$ cat src/rtl/pla_pkg.sv
package pla_pkg;
   localparam int SUMS_PER_CELL = 4;

   // position of a literal in one AND row: true at 2i, inverted at 2i+1
   function automatic int lit_pos(input int idx, input bit inverted);
      return 2 * idx + (inverted ? 1 : 0);
   endfunction
endpackage

$ cat src/rtl/pla_cfg_chain.sv
module pla_cfg_chain #(
   parameter int TOTAL = 16,
   parameter int W     = 4
) (
   input  logic             clk,
   input  logic             rst_n,
   input  logic             en,
   input  logic [W-1:0]     din,
   output logic [TOTAL-1:0] q
);
   if (TOTAL <= W || TOTAL % W != 0) begin : g_bad_len
      $error("pla_cfg_chain: TOTAL must be a multiple of W and larger than W");
   end

   if (W == 1) begin : g_serial
      always_ff @(posedge clk or negedge rst_n) begin
         if (!rst_n)  q <= '0;
         else if (en) q <= {din[0], q[TOTAL-1:1]};
      end
   end else begin : g_word
      always_ff @(posedge clk or negedge rst_n) begin
         if (!rst_n)  q <= '0;
         else if (en) q <= {din, q[TOTAL-1:W]};
      end
   end
endmodule

$ cat src/rtl/pla_and_plane.sv
module pla_and_plane
   import pla_pkg::*;
#(
   parameter int N_IN = 8,
   parameter int N_PT = 16,
   localparam int N_LIT = 2 * N_IN
) (
   input  logic [N_IN-1:0]       x,
   input  logic [N_PT*N_LIT-1:0] cfg,
   output logic [N_PT-1:0]       pt
);
   logic [N_LIT-1:0] lit;

   for (genvar i = 0; i < N_IN; i++) begin : g_lit
      assign lit[lit_pos(i, 1'b0)] = x[i];
      assign lit[lit_pos(i, 1'b1)] = ~x[i];
   end

   // an unused literal is forced true, so an empty row gives 1
   for (genvar p = 0; p < N_PT; p++) begin : g_row
      assign pt[p] = &(lit | ~cfg[p*N_LIT +: N_LIT]);
   end
endmodule

$ cat src/rtl/pla_or_plane.sv
module pla_or_plane #(
   parameter int N_TERM = 8,
   parameter int N_SUM  = 8
) (
   input  logic [N_TERM-1:0]       pt,
   input  logic [N_SUM*N_TERM-1:0] cfg,
   output logic [N_SUM-1:0]        sum
);
   for (genvar s = 0; s < N_SUM; s++) begin : g_col
      assign sum[s] = |(pt & cfg[s*N_TERM +: N_TERM]);
   end
endmodule

$ cat src/rtl/pla_share_array.sv
module pla_share_array
   import pla_pkg::*;
#(
   parameter int N_IN      = 8,
   parameter int N_PT      = 16,
   parameter int N_CELL    = 4,
   parameter int N_GLB_SUM = 2,
   parameter int N_GLB_PT  = 2,
   parameter int CFG_W     = 4,
   localparam int N_LIT     = 2 * N_IN,
   localparam int HALF_PT   = N_PT / 2,
   localparam int GRP_SUMS  = (N_CELL / 2) * SUMS_PER_CELL,
   localparam int N_SUMS    = N_CELL * SUMS_PER_CELL,
   localparam int AND_BITS  = N_PT * N_LIT,
   localparam int ORC_BITS  = N_SUMS * HALF_PT,
   localparam int GLB_BITS  = N_GLB_SUM * N_PT,
   localparam int TOTAL     = AND_BITS + ORC_BITS + GLB_BITS
) (
   input  logic                 clk,
   input  logic                 rst_n,
   input  logic                 cfg_en,
   input  logic [CFG_W-1:0]     cfg_word,
   input  logic [N_IN-1:0]      x,
   output logic [N_SUMS-1:0]    cell_sum,
   output logic [N_GLB_SUM-1:0] glb_sum,
   output logic [N_GLB_PT-1:0]  glb_pt
);
   if (N_IN < 1)                          begin : g_bad_in   $error("N_IN must be at least 1"); end
   if (N_PT < 2 || N_PT % 2 != 0)         begin : g_bad_pt   $error("N_PT must be even and at least 2"); end
   if (N_CELL < 2 || N_CELL % 2 != 0)     begin : g_bad_cell $error("N_CELL must be even and at least 2"); end
   if (N_GLB_SUM < 1)                     begin : g_bad_gs   $error("N_GLB_SUM must be at least 1"); end
   if (N_GLB_PT < 1 || N_GLB_PT > N_PT)   begin : g_bad_gp   $error("N_GLB_PT out of range"); end
   if (CFG_W < 1 || TOTAL % CFG_W != 0)   begin : g_bad_w    $error("CFG_W must divide the configuration length"); end

   logic [TOTAL-1:0] cfg_q;
   logic [N_PT-1:0]  pt;

   pla_cfg_chain #(.TOTAL(TOTAL), .W(CFG_W)) u_chain (
      .clk (clk),
      .rst_n (rst_n),
      .en  (cfg_en),
      .din (cfg_word),
      .q   (cfg_q)
   );

   pla_and_plane #(.N_IN(N_IN), .N_PT(N_PT)) u_and (
      .x   (x),
      .cfg (cfg_q[AND_BITS-1:0]),
      .pt  (pt)
   );

   // each half of the product terms serves one group of cells
   for (genvar g = 0; g < 2; g++) begin : g_grp
      pla_or_plane #(.N_TERM(HALF_PT), .N_SUM(GRP_SUMS)) u_or (
         .pt  (pt[g*HALF_PT +: HALF_PT]),
         .cfg (cfg_q[AND_BITS + g*GRP_SUMS*HALF_PT +: GRP_SUMS*HALF_PT]),
         .sum (cell_sum[g*GRP_SUMS +: GRP_SUMS])
      );
   end

   // global sums see every product term
   pla_or_plane #(.N_TERM(N_PT), .N_SUM(N_GLB_SUM)) u_glb (
      .pt  (pt),
      .cfg (cfg_q[AND_BITS + ORC_BITS +: GLB_BITS]),
      .sum (glb_sum)
   );

   assign glb_pt = pt[N_GLB_PT-1:0];
endmodule

$ cat config.mk
export PLATFORM = sky130hd
export DESIGN_NAME = pla_share_array
export DESIGN_NICKNAME = d
export VERILOG_FILES = /design/src/rtl/pla_pkg.sv /design/src/rtl/pla_cfg_chain.sv /design/src/rtl/pla_and_plane.sv /design/src/rtl/pla_or_plane.sv /design/src/rtl/pla_share_array.sv
export SDC_FILE = /design/constraint.sdc
export NUM_CORES = 1
export LEC_CHECK = 0
export BUFFER_PORTS_ARGS = -buffer_cell sky130_fd_sc_hd__buf_4
export CORE_ASPECT_RATIO = 0.75
export CORE_MARGIN = 5
export CORE_UTILIZATION = 46
export CTS_BUF_LIST = sky130_fd_sc_hd__clkbuf_16
export DETAILED_ROUTE_END_ITERATION = 8
export PLACE_DENSITY = 0.63
export SLEW_MARGIN = 20
export SYNTH_ARGS = -nofsm -noshare
export SYNTH_HDL_FRONTEND = slang
export SYNTH_SLANG_ARGS = --single-unit
export TNS_END_PERCENT = 10
$ cat constraint.sdc
create_clock -name clk -period 4.6 [get_ports clk]
set_input_delay 0.23 -clock clk [delete_from_list [all_inputs] [get_ports clk]]
set_output_delay 0.23 -clock clk [all_outputs]
set_load 0.02 [all_outputs]
* Yosys cells after proc, flatten, opt, wreduce, memory -nomap -nowiden
Index checks and enable logic that the tools add are counted.
** Storage, ports and cells
- Register bits :: 416
- Output and inout bits :: 20
** Operators by class
- Bitwise gates (word level) :: 58
- Reduce and logical (&&, ||, !) cells :: 34
** Operators with widths (number)
- 16-bit NOT :: 16
- 16-bit OR :: 16
- 16-bit AND reduction :: 16
- 8-bit AND :: 16
- 8-bit OR reduction :: 16
- 16-bit AND :: 2
- 16-bit OR reduction :: 2
- 1-bit NOT :: 8

* Depth between registers and ports, before layout
- Depth in word-level cells :: 5
- Depth in mapped cells :: 8

* Hierarchy
A second synthesis with hierarchy kept.
** Unflattened totals
- Cells, all modules :: 1184
- Area, all modules :: 18983.2 um^2
** Modules (own cells, without submodules)
- pla_cfg_chain :: times used 1, cells each 878, area an instance 16313.1 um^2, sequential area each 10410.0 um^2
- pla_and_plane :: times used 1, cells each 192, area an instance 1734.2 um^2, sequential area each 0.0 um^2
- pla_or_plane at g_grp[0].u_or ... :: times used 2, cells each 48, area an instance 385.4 um^2, sequential area each 0.0 um^2
- pla_or_plane at u_glb :: times used 1, cells each 18, area an instance 165.2 um^2, sequential area each 0.0 um^2

* Worst setup path after synthesis
Ideal clock, no wire load.
- Kind :: input to output
- Start point :: input x[2]
- End point :: output glb_sum[0]
- Arrival time :: 1.668 ns
- Slack :: 2.702 ns
- Stages :: 8
- Cells stage by stage :: buf_4 mux2i_1 nand4_1 nor2_1 clkbuf_1 a22o_1 a221oi_1 nand3_1
** Between the ends
- Longest elaborated chain between the ends :: 5
- Elaborated cells on any way between the ends :: 35
** RTL lines
- from (decl) :: line pla_share_array.sv:23 : input logic [N_IN-1:0] x,
- 1-bit NOT :: line pla_and_plane.sv:16 : assign lit[lit_pos(i, 1'b1)] = ~x[i];
- 16-bit OR (*) :: line pla_and_plane.sv:21 : assign pt[p] = &(lit | ~cfg[p*N_LIT +: N_LIT]);
- 16-bit AND reduction (*) :: line pla_and_plane.sv:21
- named net glb_pt[0] :: line pla_share_array.sv:26 : output logic [N_GLB_PT-1:0] glb_pt
- 16-bit AND (*) :: line pla_or_plane.sv:10 : assign sum[s] = |(pt & cfg[s*N_TERM +: N_TERM]);
- 16-bit OR reduction (*) :: line pla_or_plane.sv:10
- to (decl) :: line pla_share_array.sv:25 : output logic [N_GLB_SUM-1:0] glb_sum,
Mark *: on every way through the listed nets, which the timed path passes. The rest lies on a longest branch.

* Final worst setup path
- Start point :: register u_chain.q[95]
- End point :: output glb_sum[1]
** Between the ends
- Longest elaborated chain between the ends :: 5
** RTL lines
- from (decl) :: line pla_cfg_chain.sv:9 : output logic [TOTAL-1:0] q
- from (signal assigned) :: line pla_cfg_chain.sv:23 : else if (en) q <= {din, q[TOTAL-1:W]};
- 16-bit NOT :: line pla_and_plane.sv:21
- 16-bit OR :: line pla_and_plane.sv:21
- 16-bit AND reduction :: line pla_and_plane.sv:21
- 16-bit AND :: line pla_or_plane.sv:10
- 16-bit OR reduction :: line pla_or_plane.sv:10
No other way between the ends.

==> flow_metrics.tcl <==
set metrics [dict create \
    min_path_type "in -> reg" \
    synth.cell_area_mm2 0.0179 \
    port_buffers 34 \
    synth_compound_area_share_pct 3.20 \
    synth_top_flop_cell "dfrtp_1" \
    cp-end-kind "output pin" \
    ys_types 22 \
    setup-tns-final_ns 0 \
    cp.required_ns 4.37 \
    max_freq_mhz 328 \
    netlist_instances 1170 \
    start_util_pct 46.6 \
    crit_arrival_ns 2.82 \
    drive_above_1_share_pct 42.5 \
    fin_skew_ns 0.0238 \
    routed_wl_um 36400 \
    wl_per_cell_um 21.0 \
    dp_hpwl_um 21800 \
    max_stage_delay_ns 0.84 \
    area_growth_syn_to_layout_pct 10.5 \
    first_iter_violations 821 \
    clockPowerShare_pct 35.4 \
    die_w_um 238 \
    async_flop_share_pct 100 \
    synth_top_area_share_pct 58.3 \
    worstSetupStartpointType "flop" \
    finalHoldViolations 0 \
    post_synth_most_frequent_cells "dfrtp_1 (416), mux2_2 (416), mux2i_1 (128), a222oi_1 (32), nand2_1 (28)" \
    largest_reg_flops 416 \
    htreeDepth 2 \
    power_density_mw_per_mm2 432 \
    drcViolationCount 0 \
    num_io_pins 35 \
    seqPwrFrac_pct 52.4 \
    critical-path-top-delay-family "simple AND/OR/NAND/NOR gates" \
    clk_pin_slew_ns 0.06 \
    setup_viol 0 \
    ant_nets 0 \
    p_int_uw 6360 \
    synthAdderAreaFrac_pct 0 \
    vias 9670 \
    top_register "u_chain.q" \
    grt_usage_pct 17.1 \
    p_comb_share_pct 12.3 \
    yosys.area.top_type "dfrtp_1" \
    fin_nets 1213 \
    cap_violations 0 \
    p_sw_share_pct 25.5 \
    slew_viol_final 0 \
    routed_via_density 5.57 \
    yosys.area_share.xor_xnor_pct 0 \
    fillers 3252 \
    avgSynthCellArea_um2 15.3 \
    slowest_stage "nor3_2" \
    cts_post_setup_buffers_inserted 0 \
    clockBufferDepth 3 \
    switchingPower_uw 2170 \
    period_needed_ns 3.05 \
    synth_area_leaders "dfrtp_1 (58%), mux2_2 (26%), mux2i_1 (7.2%)" \
    chipHeight_um 181 \
    crit_type "reg -> out" \
    coreArea_mm2 0.0383 \
    timing.slew.headroom_pct 32.4 \
    gr-total-overflow 0 \
    place_congestion 0.746 \
    synth-simple-area-share_pct 2.91 \
    fin_crit_sh_pct 66.3 \
    synth_seq_cells 416 \
    synth_top_family_by_area "multiplexers" \
    post_dp_cell_area_mm2 0.0185 \
    rows 62 \
    path_cells "mux2i_1 -> nand4_1 -> nor3_2 -> a22oi_1 -> and4_1 -> nand3_1 -> buf_4" \
    clkSinkCount 416 \
    grt_pass1_vias 10200 \
    cts_buffers 41 \
    die_area_mm2 0.0429 \
    rsz0062_at_grt "false" \
    worstSkewPairLatency_ns 0.54 \
    synth-edff-count 0 \
    p_leak_uw 0.00992 \
    grt_max_degree 149 \
    first_pass_iters 5 \
    cts_root_buf "clkbuf_16" \
    cp_max_fo 10 \
    max-vdd-ir-drop_uv 246 \
    crit_buf_inv 1 \
    cts_tree "yes" \
    syn-num-nets 1185 \
    top_regs "u_chain.q (416)" \
    ys_warn_count 0 \
    grt_pass1_wl_um 59600 \
    diodes 0 \
    synth_mux_area_share_pct 33.4 \
    ys_seq_area_share_pct 58.3 \
    status "completed" \
    final_area_mm2 0.0197 \
    antenna_found_initial 1 \
    tightest_slew_ns 1.01 \
]
[cell usage in the layout, fill, tap and decap left out, drive strengths merged, types with 14 or more instances in the layout]
master,synthesis,routed
mux2,416,416
dfrtp,416,416
mux2i,128,128
buf,47,44
clkbuf,17,42
a222oi,32,32
nand2,28,28
a22oi,24,24
nand4,18,18
nand3,18,18
clkinv,0,14
[stage by stage]
step | std cells | total power [µW] | worst slack (ns) | hold slack, ns | utilization (%)
after global routing | 1736 | 8930 | 1.38 | 0.233 | 51.5
after global placement | 1662 | 5550 | 1.78 | 0.284 | 48.3
after detailed placement | 1662 | 5580 | 1.73 | 0.292 | 48.3
after CTS | 1736 | 8640 | 1.48 | 0.218 | 51.5
after floorplan | 1170 | 5200 | 2.70 | -0.0656 | -
final | 1736 | 8530 | 1.55 | 0.237 | 51.5
[metal layers]
metal	up-vias	wire (µm)	global-route usage, %
met5	-	9	0
met4	2	606	3.76
met3	50	1390	3.06
met2	136	16400	25.8
met1	5052	18000	25.9
li1	4430	-	-
[final cells by class]
cell class | count | area [µm²] | area share [%]
flip-flops and latches | 416 | 10400 | 52.8
multi-input cells | 690 | 7060 | 35.8
clock buffers | 42 | 1050 | 5.33
well taps | 512 | 641 | 3.25
repair buffers | 49 | 445 | 2.26
clock inverters | 27 | 118 | 0.596
[logic make-up after synthesis]
kind of cell	after synthesis
AO/OA/AOI/OAI	64
flip-flops	416
AND/OR/NAND/NOR	82
buffers and inverters	64
multiplexers	544
[repair_timing]
item                      CTS  global route
hold endpoints to repair   85             0
resized for setup           0             0
hold buffers                5             0
[final timing paths]
| kind | startpoint | endpoint | slack, ns | cells past startpoint |
|---|---|---|---|---|
| max in group asynchronous | rst_n | u_chain.q[307]$_DFFE_PN0P_ | 3.09 | 3 |
| min reg2reg | u_chain.q[101]$_DFFE_PN0P_ | u_chain.q[97]$_DFFE_PN0P_ | 0.52 | 1 |
| min | cfg_en | u_chain.q[414]$_DFFE_PN0P_ | 0.24 | 2 |
| min in group asynchronous | rst_n | u_chain.q[152]$_DFFE_PN0P_ | 0.29 | 2 |
| max | u_chain.q[95]$_DFFE_PN0P_ | glb_sum[1] | 1.55 | 7 |
| max reg2reg | u_chain.q[413]$_DFFE_PN0P_ | u_chain.q[413]$_DFFE_PN0P_ | 3.73 | 1 |
[power by group through the flow]
| stage | Sequential, µW | Clock (µW) | Combinational (µW) |
|---|---|---|---|
| floorplan | 4380 | 0 | 816 |
| global placement | 4510 | 0 | 1040 |
| detailed placement | 4520 | 0 | 1060 |
| CTS | 4460 | 3110 | 1070 |
| global route | 4530 | 3250 | 1150 |
| finish | 4460 | 3020 | 1050 |
No activity file was read; power rests on OpenSTA's default activity.
